<file path="config.mk">
export PLATFORM = sky130hd
export DESIGN_NAME = ifetch_sequencer
export DESIGN_NICKNAME = d
export VERILOG_FILES = /design/src/rtl/ifetch_pkg.sv /design/src/rtl/fetch_seq_ctrl.sv /design/src/rtl/fetch_buf_dp.sv /design/src/rtl/ifetch_sequencer.sv
export SDC_FILE = /design/constraint.sdc
export NUM_CORES = 1
export LEC_CHECK = 0
export ABC_CLOCK_PERIOD_IN_PS = 4800
export BUFFER_PORTS_ARGS = -buffer_cell sky130_fd_sc_hd__buf_2
export CAP_MARGIN = 30
export CORE_ASPECT_RATIO = 1.25
export CORE_MARGIN = 2
export CORE_UTILIZATION = 53
export CTS_CLUSTER_SIZE = 25
export DETAILED_ROUTE_END_ITERATION = 10
export MAX_ROUTING_LAYER = met4
export PLACE_DENSITY = 0.86
export SYNTH_ARGS = -nofsm -noshare
export SYNTH_HDL_FRONTEND = slang
export SYNTH_SLANG_ARGS = --single-unit
</file>
<file path="constraint.sdc">
create_clock -name clk -period 4.8 [get_ports clk]
set_input_delay 0.24 -clock clk [delete_from_list [all_inputs] [get_ports clk]]
set_output_delay 0.24 -clock clk [all_outputs]
set_load 0.05 [all_outputs]
</file>
<file path="src/rtl/ifetch_pkg.sv">
package ifetch_pkg;

  typedef enum logic [1:0] {
    BUS_IDLE = 2'd0,
    BUS_INST = 2'd1,
    BUS_DRD  = 2'd2,
    BUS_DWR  = 2'd3
  } busKind_t;

  // Strobes from the sequencer control to the buffer datapath
  typedef struct packed {
    logic fetch;     // capture memRdata into the buffer
    logic flush;     // drop buffer, load redirect target
    logic pop;       // head instruction taken by decoder
    logic lastByte;  // captured byte ends an instruction
  } seqStrobe_t;

endpackage

</file>
<file path="src/rtl/fetch_seq_ctrl.sv">
module fetch_seq_ctrl
  import ifetch_pkg::*;
#(
  parameter int DEPTH = 4,
  localparam int CNT_W = $clog2(DEPTH + 1)
) (
  input  logic             clk,
  input  logic             rstN,
  input  logic             exReq,
  input  logic             exWrite,
  input  logic             redirect,
  input  logic [CNT_W-1:0] instLen,
  input  logic [CNT_W-1:0] bufCount,
  input  logic             headReady,
  input  logic             decReady,
  output seqStrobe_t       strobe,
  output busKind_t         busKind,
  output logic             fetchFirst,
  output logic             fetchLast,
  output logic             instValid
);

  localparam logic [CNT_W-1:0] FULL = CNT_W'(DEPTH);
  localparam logic [CNT_W-1:0] ONE  = CNT_W'(1);

  logic [CNT_W-1:0] remain;  // bytes of the current instruction still to read
  logic             canFetch;

  always_comb begin
    canFetch   = !exReq && !redirect && (bufCount < FULL);
    if (exReq)         busKind = exWrite ? BUS_DWR : BUS_DRD;
    else if (canFetch) busKind = BUS_INST;
    else               busKind = BUS_IDLE;
    fetchFirst = canFetch && (remain == '0);
    fetchLast  = canFetch && ((remain == '0) ? (instLen <= ONE) : (remain == ONE));
    instValid  = headReady && !redirect;
    strobe.fetch    = canFetch;
    strobe.flush    = redirect;
    strobe.pop      = instValid && decReady;
    strobe.lastByte = fetchLast;
  end

  always_ff @(posedge clk or negedge rstN) begin
    if (!rstN) begin
      remain <= '0;
    end else if (redirect) begin
      remain <= '0;
    end else if (canFetch) begin
      if (remain == '0) remain <= (instLen <= ONE) ? '0 : instLen - ONE;
      else              remain <= remain - ONE;
    end
  end

endmodule

</file>
<file path="src/rtl/fetch_buf_dp.sv">
module fetch_buf_dp
  import ifetch_pkg::*;
#(
  parameter int DEPTH = 4,
  parameter int ADDR_W = 24,
  parameter logic [ADDR_W-1:0] RESET_PC = '0,
  localparam int CNT_W = $clog2(DEPTH + 1)
) (
  input  logic               clk,
  input  logic               rstN,
  input  seqStrobe_t         strobe,
  input  logic [7:0]         memRdata,
  input  logic               exReq,
  input  logic [ADDR_W-1:0]  exAddr,
  input  logic [7:0]         exWdata,
  input  logic [ADDR_W-1:0]  redirectPc,
  output logic [ADDR_W-1:0]  memAddr,
  output logic [7:0]         memWdata,
  output logic [CNT_W-1:0]   bufCount,
  output logic               headReady,
  output logic [8*DEPTH-1:0] instBytes,
  output logic [ADDR_W-1:0]  instPc
);

  logic [7:0]        slotByte [DEPTH];
  logic              slotLast [DEPTH];
  logic [7:0]        nByte    [DEPTH];
  logic              nLast    [DEPTH];
  logic [CNT_W-1:0]  count, nCount, headLen, shift;
  logic [ADDR_W-1:0] fetchPc, headPc;

  // Head instruction ends at the first marked slot
  always_comb begin
    headReady = 1'b0;
    headLen   = '0;
    for (int i = DEPTH - 1; i >= 0; i--) begin
      if ((CNT_W'(i) < count) && slotLast[i]) begin
        headReady = 1'b1;
        headLen   = CNT_W'(i + 1);
      end
    end
    for (int i = 0; i < DEPTH; i++) begin
      instBytes[8*i +: 8] = (CNT_W'(i) < headLen) ? slotByte[i] : 8'h00;
    end
  end

  // Shift out the popped instruction, then append the fetched byte
  always_comb begin
    shift  = strobe.pop ? headLen : '0;
    nCount = count - shift;
    for (int i = 0; i < DEPTH; i++) begin
      nByte[i] = 8'h00;
      nLast[i] = 1'b0;
      for (int j = 0; j < DEPTH; j++) begin
        if (j == i + int'(shift)) begin
          nByte[i] = slotByte[j];
          nLast[i] = slotLast[j];
        end
      end
    end
    if (strobe.fetch) begin
      for (int i = 0; i < DEPTH; i++) begin
        if (CNT_W'(i) == nCount) begin
          nByte[i] = memRdata;
          nLast[i] = strobe.lastByte;
        end
      end
      nCount = nCount + CNT_W'(1);
    end
    if (strobe.flush) begin
      nCount = '0;
      for (int i = 0; i < DEPTH; i++) nLast[i] = 1'b0;
    end
  end

  always_ff @(posedge clk or negedge rstN) begin
    if (!rstN) begin
      count   <= '0;
      fetchPc <= RESET_PC;
      headPc  <= RESET_PC;
      for (int i = 0; i < DEPTH; i++) begin
        slotByte[i] <= 8'h00;
        slotLast[i] <= 1'b0;
      end
    end else begin
      count    <= nCount;
      slotByte <= nByte;
      slotLast <= nLast;
      if (strobe.flush) begin
        fetchPc <= redirectPc;
        headPc  <= redirectPc;
      end else begin
        if (strobe.fetch) fetchPc <= fetchPc + ADDR_W'(1);
        if (strobe.pop)   headPc  <= headPc + ADDR_W'(headLen);
      end
    end
  end

  assign memAddr  = exReq ? exAddr : fetchPc;
  assign memWdata = exWdata;
  assign bufCount = count;
  assign instPc   = headPc;

endmodule

</file>
<file path="src/rtl/ifetch_sequencer.sv">
module ifetch_sequencer
  import ifetch_pkg::*;
#(
  parameter int DEPTH = 4,
  parameter int ADDR_W = 24,
  parameter logic [ADDR_W-1:0] RESET_PC = '0
) (
  input  logic                         clk,
  input  logic                         rstN,
  input  logic                         exReq,
  input  logic                         exWrite,
  input  logic [ADDR_W-1:0]            exAddr,
  input  logic [7:0]                   exWdata,
  input  logic                         redirect,
  input  logic [ADDR_W-1:0]            redirectPc,
  input  logic [7:0]                   memRdata,
  input  logic [$clog2(DEPTH+1)-1:0]   instLen,
  input  logic                         decReady,
  output logic [ADDR_W-1:0]            memAddr,
  output logic [7:0]                   memWdata,
  output logic [1:0]                   busKind,
  output logic                         fetchFirst,
  output logic                         fetchLast,
  output logic                         instValid,
  output logic [8*DEPTH-1:0]           instBytes,
  output logic [ADDR_W-1:0]            instPc
);

  localparam int CNT_W = $clog2(DEPTH + 1);

  seqStrobe_t       strobe;
  busKind_t         kind;
  logic [CNT_W-1:0] bufCount;
  logic             headReady;

  fetch_seq_ctrl #(.DEPTH(DEPTH)) u_ctrl (
    .clk(clk), .rstN(rstN), .exReq(exReq), .exWrite(exWrite),
    .redirect(redirect), .instLen(instLen), .bufCount(bufCount),
    .headReady(headReady), .decReady(decReady), .strobe(strobe),
    .busKind(kind), .fetchFirst(fetchFirst), .fetchLast(fetchLast),
    .instValid(instValid)
  );

  fetch_buf_dp #(.DEPTH(DEPTH), .ADDR_W(ADDR_W), .RESET_PC(RESET_PC)) u_dp (
    .clk(clk), .rstN(rstN), .strobe(strobe), .memRdata(memRdata),
    .exReq(exReq), .exAddr(exAddr), .exWdata(exWdata),
    .redirectPc(redirectPc), .memAddr(memAddr), .memWdata(memWdata),
    .bufCount(bufCount), .headReady(headReady), .instBytes(instBytes),
    .instPc(instPc)
  );

  assign busKind = kind;

endmodule

</file>
==> summary.md <==
| Metric | Value |
|---|---|
| Synthesized instance count | 649 |
| Ranking of synthesized cells by area | sky130_fd_sc_hd__dfrtp_1 (38%), sky130_fd_sc_hd__mux2_2 (7.5%), sky130_fd_sc_hd__a21oi_1 (3.6%), sky130_fd_sc_hd__ha_1 (3.3%), sky130_fd_sc_hd__a22oi_1 (3.3%) |
| Stage delay of the slowest cell on the critical path | 0.56 ns |
| Via density | ~6.3 |
| Slew of the pin with the lowest slew margin | between 1 and 1.5 ns |
| Post-Route Skew | 0.0103 ns |
| Worst Reg2Reg Path Length in Cells | 13 |
| Maximum fanout count along the critical path | 14 |
| Area share of the leading cell type in the synthesized netlist | 0.376 |
| Unrepaired setup endpoints after global routing | no |
| Primary FF master, synth | sky130_fd_sc_hd__dfrtp_1 |
| Number of synthesis warnings | 0 |
| P per Cell Area | 349 nW/um2 |
| N_diodes | 0 |
| Data arrival time of the worst path | 4.19 ns |
| Crit path buf inv count | 3 |
| Drt initial violations | 529 |
| Clock insertion delay at the later pin of the skew report | roughly 0.35 ns |
| Number of design rule violations left after detail routing | 0 |
| Achievable frequency | 254 MHz |
| Number of H-tree levels | 3 |
| Logic depth of the worst path, buffers included | 13 |
| Net count after synthesis | 740 |
| Netlist Area Pre-Place | 5990 um2 |
| Number of global-route vias before repair | 5390 |
| Non-filler cells in the finished layout | 911 |
| Vias after detailed routing | 5712 |
| Maximum vdd drop | 0.161 mV |
| Final setup violating endpoints | 0 |
| Critical R2R Launch | u_dp.slotLast[3]$_DFF_PN0_ |
| Floorplan Core Area | 11100 um2 |
| Slowest stage cell on the critical path | sky130_fd_sc_hd__fa_1 |
| GRT Resource Usage Total | 0.279 |
| Cell type group with the largest total delay on the critical path | adder cells |
| Root cell of the clock tree | sky130_fd_sc_hd__clkbuf_16 |
| Critical path required time | slightly above 5 ns |
| Remaining antenna violation count after routing | 0 |
| Width of the die | between 90 and 100 um |
| Hold path cells | 2 |
| Count leader, synth | sky130_fd_sc_hd__dfrtp_1 |
| Nature of the critical path startpoint | flip-flop |
| Maximum root-to-sink buffer count | 2 |
| Count of different cell masters after synthesis | between 60 and 70 |
| Cell Chain, Critical Path | maj3_2 > o22ai_2 > buf_4 > nor2_1 > ha_1 > inv_1 > fa_1 > inv_1 > ha_1 > and3_1 > nor2_1 > o221ai_1 > o21ai_0 |
| Sequential-to-total area share from yosys stat | 0.376 |
| TritonCTS clock tree | done |
| Synthesized flop and latch total | 90 |
| Startpoint of the worst hold path | redirectPc[15] |
| Hold Violations, Final | 0 |
| Buffers inserted during post-CTS setup optimization | 0 |
| Layout overhead on the synthesized area | 17.7% |
| Std cell rows | 43 |
| Global-route wire length before repair | 26.4 mm |
| FILL cells | between 900 and 1000 |
| Buffers on Ports | 149 |
| Share of cells above drive strength 1 | 0.299 |
| Total count of max-transition violations in the final report | 0 |
| Share of the clock period used by the worst path after layout | 0.821 |
| Shortest clock period the worst path allows after layout | 3.94 ns |
| Total half-perimeter wirelength after legalization and detailed placement | 12.7 mm |
| Number of top-level design ports | 166 |
| 1st-pass router iterations | 6 |
| Flop2flop setup slack | 0.86 ns |
| Worst hold endpoint | u_dp.instPc[15]$_DFFE_PN0P_ |
| Number of max-cap violations | 0 |
| Cell leakage power | 3.09 nW |
| Tightest Hold Check Type | in2reg |
| Post-synth ARST share | 1.00 |
| Ranking of synthesized cells by instance count | sky130_fd_sc_hd__dfrtp_1 (90), sky130_fd_sc_hd__nor2_1 (52), sky130_fd_sc_hd__nand2_1 (45) |
| Setup crit end kind | flip-flop |
| Number of buffers added to fix hold violations after cts | 1 |
| Number of synthesized flops with an enable pin | 0 |
| Average cell area after synthesis | ~9.2 um2 |
| Clock transition at the registers of the reported paths | 0.07 ns |
| Net count of the finished layout | 862 |
| Starting Density | 0.540 |
| Run status | completed |
| Final Wtd Congestion | 0.970 |
| Pin count of the biggest net entering global routing | 50 |
| Routed WL per cell | between 15 and 20 um |
| Detailed Route WL | approximately 17 mm |
| Final core utilization | 0.636 |
| Clock sink count | 90 |
| Startpoint-to-endpoint class of the critical path | reg2reg |
| TritonCTS buffer count | 9 |
| Worst slew margin relative to its limit | 0.309 |
| Antenna violations before repair | 0 |
| Yosys top cell by area | sky130_fd_sc_hd__dfrtp_1 |
| Final sum of negative setup slack | 0 ns |
| Resized Gates After CTS | 0 |
| R2r endpoint | u_dp.slotByte[20]$_DFF_PN0_ |
| Instance count after placement with tap cells included | slightly below 900 |
| GR Overflow Total | 0 |
| Floorplan die area | 12200 um2 |
| Overall die height | 123 um |
==> state kept, by name, summed over array words and instances, names as in the netlist <==
signal	cells
u_dp.slotLast	4
u_ctrl.remain	3
u_dp.fetchPc	24
u_dp.slotByte	32
u_dp.bufCount	3
u_dp.instPc	24
==> kinds of logic (layout without fill, tap and decap cells) <==
family	Yosys count	in the layout	synth area share
simple gates	220	220	0.197
xor+xnor	36	36	0.0527
buf+inv	66	193	0.0504
fa+ha+maj	19	19	0.0420
flops	90	90	0.376
compound gates	177	177	0.205
mux	41	41	0.0769
==> worst register-to-register path, stage by stage (launching register included) <==
cell	delay, ns
sky130_fd_sc_hd__dfrtp_1	0.51
sky130_fd_sc_hd__maj3_2	0.26
sky130_fd_sc_hd__o22ai_2	0.07
sky130_fd_sc_hd__buf_4	0.22
sky130_fd_sc_hd__nor2_1	0.49
sky130_fd_sc_hd__ha_1	0.26
sky130_fd_sc_hd__inv_1	0.05
sky130_fd_sc_hd__fa_1	0.56
sky130_fd_sc_hd__inv_1	0.09
sky130_fd_sc_hd__ha_1	0.22
sky130_fd_sc_hd__and3_1	0.26
sky130_fd_sc_hd__nor2_1	0.43
sky130_fd_sc_hd__o221ai_1	0.20
sky130_fd_sc_hd__o21ai_0	0.25
==> layout make-up <==
cell class / instances / area, um2 / share of cell area
timing repair buffer: 156 / 811 / 0.115
clock buffer: 11 / 243 / 0.0344
tap: 135 / 169 / 0.0240
inverter: 21 / 78.8 / 0.0112
clock inverter: 5 / 61.3 / 0.00870
sequential: 90 / 2250 / 0.320
multi-input combinational: 493 / 3430 / 0.487
==> how the worst max path moves through the flow <==
stage                                       end                  startpoint  slack, ns
floorplan           u_dp.slotByte[24]$_DFF_PN0_  u_dp.slotLast[3]$_DFF_PN0_       1.40
global placement    u_dp.slotByte[26]$_DFF_PN0_  u_dp.slotLast[3]$_DFF_PN0_       1.19
detailed placement  u_dp.slotByte[24]$_DFF_PN0_  u_dp.slotLast[3]$_DFF_PN0_       0.98
CTS                 u_dp.slotByte[20]$_DFF_PN0_  u_dp.slotLast[3]$_DFF_PN0_       0.96
global route        u_dp.slotByte[18]$_DFF_PN0_  u_dp.bufCount[1]$_DFF_PN0_       0.65
finish              u_dp.slotByte[20]$_DFF_PN0_  u_dp.slotLast[3]$_DFF_PN0_       0.86
==> placed cells by master (no fill, tap or decap), drive strengths merged, types with 3 or more instances in the layout <==
master,n
ha,16
a221o,8
and3,7
nor2,53
a211oi,9
a31oi,7
nor4,3
o31ai,5
and4,5
xnor2,14
nand3,13
mux2,40
a2111oi,4
buf,155
and2,31
or3,7
nor2b,13
clkinvlp,3
inv,22
or4,6
nand2b,4
a21oi,44
o21ai,36
a22oi,26
dfrtp,90
nand2,45
xor2,22
nor3,12
nand4,14
o211ai,4
clkbuf,11
o221ai,10
o21a,3
==> stage by stage <==
stage                     power, mW  worst slack [ns]  instance area, um2  hold WS [ns]
after CTS                      2.45             0.959                7050         0.145
after global routing           2.55             0.648                7050         0.155
after floorplan                1.54              1.40                5990       -0.0556
final                          2.46             0.859                7050         0.152
after detailed placement       1.74             0.979                6730         0.280
after global placement         1.70              1.19                6720         0.269
==> per-layer routing <==
layer | GRT usage | vias up | wire length, um | share of wire
met4 | 0.102 | 0 | 425 | 0.025
met1 | 0.330 | 2764 | 6500 | 0.39
met5 | - | - | 0 | 0
met3 | 0.0399 | 47 | 1210 | 0.072
li1 | - | 2613 | - | -
met2 | 0.486 | 288 | 8690 | 0.52
==> power breakdown <==
group / leakage, nW / total (mW) / switching [mW] / internal (mW)
Sequential: 1.08 / 1.10 / 0.192 / 0.909
Combinational: 1.87 / 0.639 / 0.395 / 0.245
Clock: 0.138 / 0.720 / 0.300 / 0.420
(Power assumes the default switching activity.)
